**src/rtl/pipe5_pkg.sv**
```systemverilog
package pipe5_pkg;
    localparam int XLEN = 32;
    localparam int NREG = 32;
    localparam int RIDX = $clog2(NREG);
    localparam int IMMW = 16;

    localparam logic [5:0] OP_RTYPE = 6'h00;
    localparam logic [5:0] OP_LOAD  = 6'h23;
    localparam logic [5:0] OP_STORE = 6'h2B;
    localparam logic [5:0] OP_BEQ   = 6'h04;

    localparam logic [5:0] FN_ADD = 6'h20;
    localparam logic [5:0] FN_SUB = 6'h22;
    localparam logic [5:0] FN_AND = 6'h24;
    localparam logic [5:0] FN_OR  = 6'h25;
    localparam logic [5:0] FN_XOR = 6'h26;
    localparam logic [5:0] FN_SLT = 6'h2A;

    localparam logic [1:0] FWD_RF  = 2'b00;
    localparam logic [1:0] FWD_WB  = 2'b01;
    localparam logic [1:0] FWD_MEM = 2'b10;

    typedef enum logic [2:0] {
        ALU_ADD, ALU_SUB, ALU_AND, ALU_OR, ALU_XOR, ALU_SLT
    } alu_fn_t;

    // control consumed by execute
    typedef struct packed {
        logic       reg_dst;
        logic [1:0] alu_op;
        logic       alu_src;
    } ex_ctl_t;

    // control consumed by memory access
    typedef struct packed {
        logic branch;
        logic mem_rd;
        logic mem_wr;
    } mem_ctl_t;

    // control consumed by writeback
    typedef struct packed {
        logic reg_wr;
        logic mem_to_reg;
    } wb_ctl_t;

    typedef struct packed {
        ex_ctl_t  ex;
        mem_ctl_t mem;
        wb_ctl_t  wb;
    } ctl_t;

    typedef struct packed {
        logic [XLEN-1:0] pc4;
        logic [XLEN-1:0] instr;
    } ifid_t;

    typedef struct packed {
        ctl_t            ctl;
        logic [XLEN-1:0] pc4;
        logic [XLEN-1:0] rs_val;
        logic [XLEN-1:0] rt_val;
        logic [XLEN-1:0] imm;
        logic [RIDX-1:0] rt;
        logic [RIDX-1:0] rd;
        logic [5:0]      funct;
    } idex_t;

    typedef struct packed {
        mem_ctl_t        mem;
        wb_ctl_t         wb;
        logic            zero;
        logic [XLEN-1:0] br_tgt;
        logic [XLEN-1:0] alu;
        logic [XLEN-1:0] st_val;
        logic [RIDX-1:0] dst;
    } exmem_t;

    typedef struct packed {
        wb_ctl_t         wb;
        logic [XLEN-1:0] alu;
        logic [XLEN-1:0] ldata;
        logic [RIDX-1:0] dst;
    } memwb_t;

    function automatic ctl_t decode_op(input logic [5:0] op);
        ctl_t c;
        c = '0;
        case (op)
            OP_RTYPE: begin
                c.ex.reg_dst = 1'b1;
                c.ex.alu_op  = 2'b10;
                c.wb.reg_wr  = 1'b1;
            end
            OP_LOAD: begin
                c.ex.alu_src    = 1'b1;
                c.mem.mem_rd    = 1'b1;
                c.wb.reg_wr     = 1'b1;
                c.wb.mem_to_reg = 1'b1;
            end
            OP_STORE: begin
                c.ex.alu_src = 1'b1;
                c.mem.mem_wr = 1'b1;
            end
            OP_BEQ: begin
                c.ex.alu_op  = 2'b01;
                c.mem.branch = 1'b1;
            end
            default: c = '0;
        endcase
        return c;
    endfunction

    function automatic alu_fn_t select_fn(input logic [1:0] alu_op, input logic [5:0] funct);
        alu_fn_t f;
        f = ALU_ADD;
        if (alu_op == 2'b01) begin
            f = ALU_SUB;
        end else if (alu_op == 2'b10) begin
            case (funct)
                FN_SUB:  f = ALU_SUB;
                FN_AND:  f = ALU_AND;
                FN_OR:   f = ALU_OR;
                FN_XOR:  f = ALU_XOR;
                FN_SLT:  f = ALU_SLT;
                default: f = ALU_ADD;
            endcase
        end
        return f;
    endfunction

    function automatic logic [XLEN-1:0] fwd_pick(input logic [1:0] sel, input logic [XLEN-1:0] rf,
                                                 input logic [XLEN-1:0] mem, input logic [XLEN-1:0] wb);
        case (sel)
            FWD_MEM: return mem;
            FWD_WB:  return wb;
            default: return rf;
        endcase
    endfunction
endpackage

```
**src/rtl/pipe5_regfile.sv**
```systemverilog
module pipe5_regfile
    import pipe5_pkg::*;
#(
    parameter int W = XLEN,
    parameter int N = NREG,
    localparam int AW = $clog2(N)
) (
    input  logic          clk,
    input  logic          rst,
    input  logic [AW-1:0] ra1,
    input  logic [AW-1:0] ra2,
    output logic [W-1:0]  rd1,
    output logic [W-1:0]  rd2,
    input  logic          we,
    input  logic [AW-1:0] wa,
    input  logic [W-1:0]  wd
);
    logic [W-1:0] q [N];

    for (genvar g = 0; g < N; g++) begin : g_reg
        if (g == 0) begin : g_zero
            assign q[g] = '0;
        end else begin : g_flop
            always_ff @(posedge clk) begin
                if (rst)
                    q[g] <= '0;
                else if (we && wa == AW'(g))
                    q[g] <= wd;
            end
        end
    end

    // write-then-read within one cycle: a value being written is returned
    assign rd1 = (ra1 == '0) ? '0 : ((we && wa == ra1) ? wd : q[ra1]);
    assign rd2 = (ra2 == '0) ? '0 : ((we && wa == ra2) ? wd : q[ra2]);
endmodule

```
**src/rtl/pipe5_ctrl.sv**
```systemverilog
module pipe5_ctrl
    import pipe5_pkg::*;
(
    input  logic [XLEN-1:0] instr,
    output ctl_t            ctl,
    output logic [RIDX-1:0] rs,
    output logic [RIDX-1:0] rt,
    output logic [RIDX-1:0] rd,
    output logic [5:0]      funct,
    output logic [XLEN-1:0] imm
);
    assign ctl   = decode_op(instr[31:26]);
    assign rs    = instr[25:21];
    assign rt    = instr[20:16];
    assign rd    = instr[15:11];
    assign funct = instr[5:0];
    assign imm   = {{(XLEN-IMMW){instr[IMMW-1]}}, instr[IMMW-1:0]};
endmodule

```
**src/rtl/pipe5_alu.sv**
```systemverilog
module pipe5_alu
    import pipe5_pkg::*;
#(
    parameter int W = XLEN
) (
    input  alu_fn_t      fn,
    input  logic [W-1:0] a,
    input  logic [W-1:0] b,
    output logic [W-1:0] y,
    output logic         zero
);
    always_comb begin
        case (fn)
            ALU_SUB: y = a - b;
            ALU_AND: y = a & b;
            ALU_OR:  y = a | b;
            ALU_XOR: y = a ^ b;
            ALU_SLT: y = W'($signed(a) < $signed(b));
            default: y = a + b;
        endcase
    end
    assign zero = (y == '0);
endmodule

```
**src/rtl/pipe5_core.sv**
```systemverilog
module pipe5_core
    import pipe5_pkg::*;
#(
    parameter logic [31:0] RESET_PC = 32'h0
) (
    input  logic        clk,
    input  logic        rst,
    output logic [31:0] imem_addr,
    input  logic [31:0] imem_rdata,
    output logic [31:0] dmem_addr,
    output logic [31:0] dmem_wdata,
    output logic        dmem_we,
    output logic        dmem_re,
    input  logic [31:0] dmem_rdata,
    input  logic        hz_stall,
    input  logic        hz_flush,
    input  logic [1:0]  fwd_a,
    input  logic [1:0]  fwd_b,
    output logic        wb_we,
    output logic [4:0]  wb_addr,
    output logic [31:0] wb_data
);
    localparam logic [XLEN-1:0] STEP = XLEN'(4);

    logic [XLEN-1:0] pc_q, pc_plus4;
    ifid_t  ifid_q;
    idex_t  idex_q, idex_d;
    exmem_t exmem_q, exmem_d;
    memwb_t memwb_q, memwb_d;
    logic   br_take;

    // ---------------- fetch
    assign pc_plus4  = pc_q + STEP;
    assign imem_addr = pc_q;
    assign br_take   = exmem_q.mem.branch & exmem_q.zero;

    always_ff @(posedge clk) begin
        if (rst)
            pc_q <= RESET_PC;
        else if (br_take)
            pc_q <= exmem_q.br_tgt;
        else if (!hz_stall)
            pc_q <= pc_plus4;
    end

    always_ff @(posedge clk) begin
        if (rst)
            ifid_q <= '0;
        else if (!hz_stall || br_take)
            ifid_q <= '{pc4: pc_plus4, instr: imem_rdata};
    end

    // ---------------- decode
    ctl_t            id_ctl;
    logic [RIDX-1:0] id_rs, id_rt, id_rd;
    logic [5:0]      id_funct;
    logic [XLEN-1:0] id_imm, id_rs_val, id_rt_val, wb_val;

    pipe5_ctrl u_ctrl (
        .instr (ifid_q.instr),
        .ctl   (id_ctl),
        .rs    (id_rs),
        .rt    (id_rt),
        .rd    (id_rd),
        .funct (id_funct),
        .imm   (id_imm)
    );

    pipe5_regfile #(.W(XLEN), .N(NREG)) u_rf (
        .clk (clk),
        .rst (rst),
        .ra1 (id_rs),
        .ra2 (id_rt),
        .rd1 (id_rs_val),
        .rd2 (id_rt_val),
        .we  (memwb_q.wb.reg_wr),
        .wa  (memwb_q.dst),
        .wd  (wb_val)
    );

    always_comb begin
        idex_d.ctl    = (hz_stall || hz_flush) ? ctl_t'('0) : id_ctl;
        idex_d.pc4    = ifid_q.pc4;
        idex_d.rs_val = id_rs_val;
        idex_d.rt_val = id_rt_val;
        idex_d.imm    = id_imm;
        idex_d.rt     = id_rt;
        idex_d.rd     = id_rd;
        idex_d.funct  = id_funct;
    end

    always_ff @(posedge clk) begin
        if (rst)
            idex_q <= '0;
        else
            idex_q <= idex_d;
    end

    // ---------------- execute
    logic [XLEN-1:0] opa, opb_reg, opb, alu_y;
    logic            alu_zero;

    assign opa     = fwd_pick(fwd_a, idex_q.rs_val, exmem_q.alu, wb_val);
    assign opb_reg = fwd_pick(fwd_b, idex_q.rt_val, exmem_q.alu, wb_val);
    assign opb     = idex_q.ctl.ex.alu_src ? idex_q.imm : opb_reg;

    pipe5_alu #(.W(XLEN)) u_alu (
        .fn   (select_fn(idex_q.ctl.ex.alu_op, idex_q.funct)),
        .a    (opa),
        .b    (opb),
        .y    (alu_y),
        .zero (alu_zero)
    );

    always_comb begin
        exmem_d.mem    = idex_q.ctl.mem;
        exmem_d.wb     = idex_q.ctl.wb;
        exmem_d.zero   = alu_zero;
        exmem_d.br_tgt = idex_q.pc4 + {idex_q.imm[XLEN-3:0], 2'b00};
        exmem_d.alu    = alu_y;
        exmem_d.st_val = opb_reg;
        exmem_d.dst    = idex_q.ctl.ex.reg_dst ? idex_q.rd : idex_q.rt;
    end

    always_ff @(posedge clk) begin
        if (rst)
            exmem_q <= '0;
        else
            exmem_q <= exmem_d;
    end

    // ---------------- memory access
    assign dmem_addr  = exmem_q.alu;
    assign dmem_wdata = exmem_q.st_val;
    assign dmem_we    = exmem_q.mem.mem_wr;
    assign dmem_re    = exmem_q.mem.mem_rd;

    always_comb begin
        memwb_d.wb    = exmem_q.wb;
        memwb_d.alu   = exmem_q.alu;
        memwb_d.ldata = dmem_rdata;
        memwb_d.dst   = exmem_q.dst;
    end

    always_ff @(posedge clk) begin
        if (rst)
            memwb_q <= '0;
        else
            memwb_q <= memwb_d;
    end

    // ---------------- writeback
    assign wb_val  = memwb_q.wb.mem_to_reg ? memwb_q.ldata : memwb_q.alu;
    assign wb_we   = memwb_q.wb.reg_wr;
    assign wb_addr = memwb_q.dst;
    assign wb_data = wb_val;
endmodule

```
**config.mk**
```make
export PLATFORM = sky130hd
export DESIGN_NAME = pipe5_core
export DESIGN_NICKNAME = d
export VERILOG_FILES = /design/src/rtl/pipe5_pkg.sv /design/src/rtl/pipe5_regfile.sv /design/src/rtl/pipe5_ctrl.sv /design/src/rtl/pipe5_alu.sv /design/src/rtl/pipe5_core.sv
export SDC_FILE = /design/constraint.sdc
export NUM_CORES = 2
export LEC_CHECK = 0
export BUFFER_PORTS_ARGS = -buffer_cell sky130_fd_sc_hd__buf_2
export CORE_MARGIN = 8
export CORE_UTILIZATION = 45
export DETAILED_ROUTE_END_ITERATION = 8
export RECOVER_POWER = 25
export SYNTH_ARGS = -nofsm -noshare
export SYNTH_HDL_FRONTEND = slang
export SYNTH_SLANG_ARGS = --single-unit
export TNS_END_PERCENT = 1
```
**constraint.sdc**
```tcl
create_clock -name clk -period 5.7 [get_ports clk]
set_clock_uncertainty 0.15 [all_clocks]
set_input_delay 0.285 -clock clk [delete_from_list [all_inputs] [get_ports clk]]
set_output_delay 0.285 -clock clk [all_outputs]
set_load 0.005 [all_outputs]
```
==> impl_results.md <==
* # IOs at 208
* RSZ-0062 raised after global routing: no
* Netlist cell types at 86
* Core area at 156,000 sq um
* Initial antenna violation count at 10
* Share of cells above drive strength 1 at 0.189
* WP data arrival at around 6000 ps
* First-pass GRT wire length at 366,000 um
* Total routed wirelength at 247,000 um
* Fin cells at about 9k
* DRC Markers at 0
* FF-to-FF path depth at 21
* Final nets at 7,227
* Worst setup SP type: register
* DIE AREA at ~170,000 sq um
* Placed insts at 8,849
* Post-synth top flop: dfxtp_1
* Peak Freq at 183 MHz
* Number of global-route vias before repair at 54.5k
* Reg area at approximately 28,000 sq um
* Synth top area cells: dfxtp_1 39%, mux4_2 18%, a211oi_1 11%
* Comb power frac at 0.046
* Port bufs at 207
* Pwr dens at 269 nW/um^2
* FILL cells at approximately 14k
* CP required at 6260 ps
* H-tree Lvls at 4
* Pleak at 0.0261 uW
* Final core occ at 0.508
* Die width at between 400 and 500 um
* Mean routed wirelength per cell at 26.9 um
* Syn nets at between 7k and 8k
* Clk network pwr share at 0.489
* Synth-to-Final Area Change at 12.4%
* Final setup TNS at 0 ps
* Finished layout cell area at 79,100 sq um
* Fin crit share at 0.960
* Outcome: complete, but fails checks
* Multi-input logic area at 39,300 sq um
* CTS buffer count at 155
* Overall Power at 21,300 uW
* CP endpoint kind: register
* Hold Path Depth at 3
* Synth area leader: dfxtp_1
* Worst hold-check path type: in2reg
* Worst Max-Slew Pin Slew at ~2800 ps
* Largest net degree at the start of global routing at about 220
* Post-Syn Instances at 7,171
* Slew HR at -0.882
* YS warnings at 0
* Asr flop ratio synth at 0
* CTS Root Cell: clkbuf_16
* Setup-failing EPs final at 0
* Via/cell ratio at 6.27
* Maximum vdd ir drop at 0.316 mV
* Worst-path clk slew at 60 ps
* Initial DRC count at between 6k and 7k
* Clock latency on the worst-skew pair at 800 ps
* Worst-case clock buffer depth at 3
* Top cell type's share of synthesized area at 0.395
* # rows at 145
* DP Wirelength at roughly 160,000 um
* Reg power frac at 0.465
* Area post-placement at 73,300 sq um
* Congestion Overflow GR at 0
* Switching Fraction at 0.235
* Mapped Avg Cell Area at about 10 sq um
* Aggregate global-route resource usage at 0.282
* Routability cong. at 0.972
* Mapped Area at 70,400 sq um
* Post-synthesis sequential area ratio at 0.395
* Tmin final at 5470 ps
* Pre-antenna DRT Iters at 6
* DR vias at 57.7k
* Maxcap violations at 10
* Sw power at around 5000 uW
* Violated checks: max-capacitance violations, max-slew violations
* Sink Count at approximately 1.4k
* Max-slew violations at roughly 630
* Pint at 16,300 uW
* Final Hold Fails at 0
* CTS tree: built
* Die height at between 400 and 500 um
* Critical setup path kind: reg2reg
* Number of synthesized register bits at roughly 1.4k
* Starting density of the core at 0.452
* Post-route ant nets at 0
* CP max FO at 10
* Post-synth EDFFs at 0
## metrics by stage
stage	hold WS, ps	worst slack, ps
6_report	63.9	228
5_1_grt	61.1	40.2
4_1_cts	17.7	79.2
3_5_place_dp	276	16.0
3_3_place_gp	267	88.4
2_1_floorplan	263	718
## power by group through the flow
stage	clock network, uW	registers, uW	logic, uW
after floorplan	0	10000	691
after CTS	10500	9890	982
after detailed placement	0	10100	945
final	10400	9900	983
after global placement	0	10100	944
after global routing	11000	9900	1040
## critical path, stage by stage, from the launching register on
cell and delay, ps:
dfxtp_4 440, buf_4 160, mux2i_4 220, inv_1 130, a22oi_1 160, nor2_1 60, a21oi_1 230, o21ai_0 160
ha_1 470, or3_1 450, a21oi_1 200, o211ai_1 220, nand3_1 220, nand3_1 150, a21oi_2 280, a311oi_1 150
or4_1 500, a31o_2 250, nor4_2 330, buf_4 170, nand4_1 110, nor3_2 190
## cells in the final DEF (no fill, tap or decap), types with 40 or more instances in the layout
cell type      count
a211oi_1        1062
a21oi_1          244
a22o_1            65
a22oi_1           68
buf_2            119
buf_4            193
clkbuf_1         124
clkbuf_16        160
dfxtp_1         1377
dlygate4sd3_1     67
ha_1             126
inv_1            157
mux2_2            65
mux2i_1           80
mux4_2           576
nand2_1          206
nand3_1           49
nor2_1          1408
nor2b_1          149
nor3_1            40
o21ai_0          125
xor2_1            47
## final timing paths
| path | slack (ps) | to | startpoint |
|---|---|---|---|
| max | 230 | exmem_q[101]$_SDFF_PP0_ | memwb_q[69]$_SDFF_PP0_ |
| min | 60 | imem_addr[3]$_SDFFE_PP0N_ | hz_stall |
| max reg2reg | 230 | exmem_q[101]$_SDFF_PP0_ | memwb_q[69]$_SDFF_PP0_ |
| min reg2reg | 280 | wb_we$_SDFF_PP0_ | exmem_q[103]$_SDFF_PP0_ |
## state kept, by name (all words and copies together) (netlist names)
register	count
u_rf.q	992
idex_q	121
memwb_q	65
exmem_q	41
dmem_addr	32
dmem_wdata	32
idex_d	32
ifid_q	32
imem_addr	32
wb_addr	5
exmem_d	3
dmem_we	1
wb_we	1
## final cells by class
cell class,count,share of cell area
Antenna cell,4,0.000126
Clock buffer,220,0.0574
Clock inverter,59,0.00896
Inverter,159,0.00754
Multi-Input combinational cell,4818,0.497
Sequential cell,1389,0.352
Tap cell,2058,0.0325
Timing Repair Buffer,499,0.0443
## metal layers
layer,part of all wire,wire [um],vias to the layer above,global-route usage
li1,-,-,26128,-
met1,0.43,106000,28553,0.397
met2,0.45,112000,2525,0.439
met3,0.087,21400,465,0.0547
met4,0.033,8090,8,0.0907
met5,0.00023,56,-,0
## synthesized netlist by cell type, types with 63 or more instances
master and n:
mux2_2 65, clkbuf_1 660, buf_1 63, nor2b_1 152, mux4_2 576, a22o_1 65, mux2i_1 107, a21oi_1 246
a211oi_1 1062, dfxtp_1 1389, o21ai_0 126, nand2_1 208, nor2_1 1439, a22oi_1 68, inv_1 157, ha_1 130
buf_4 73
## logic make-up (layout without fill, tap and decap cells)
family,after synthesis,after routing,share of synthesized area
AND/OR/NAND/NOR,2055,2055,0.124
flip-flops,1389,1389,0.395
multiplexers,748,748,0.210
XOR/XNOR,83,83,0.0103
AO/OA/AOI/OAI,1799,1799,0.182
other,0,4,0
adder cells (fa/ha/maj),133,133,0.0239
buffers and inverters,964,937,0.0554
## timing repair
action | CTS | global route
resized for setup | 0 | 11
hold buffers | 67 | 0
buffers inserted | 0 | 7
setup endpoints to repair | 0 | 2
endpoints found under the hold margin | 146 | 0
(Power assumes the default switching activity.)
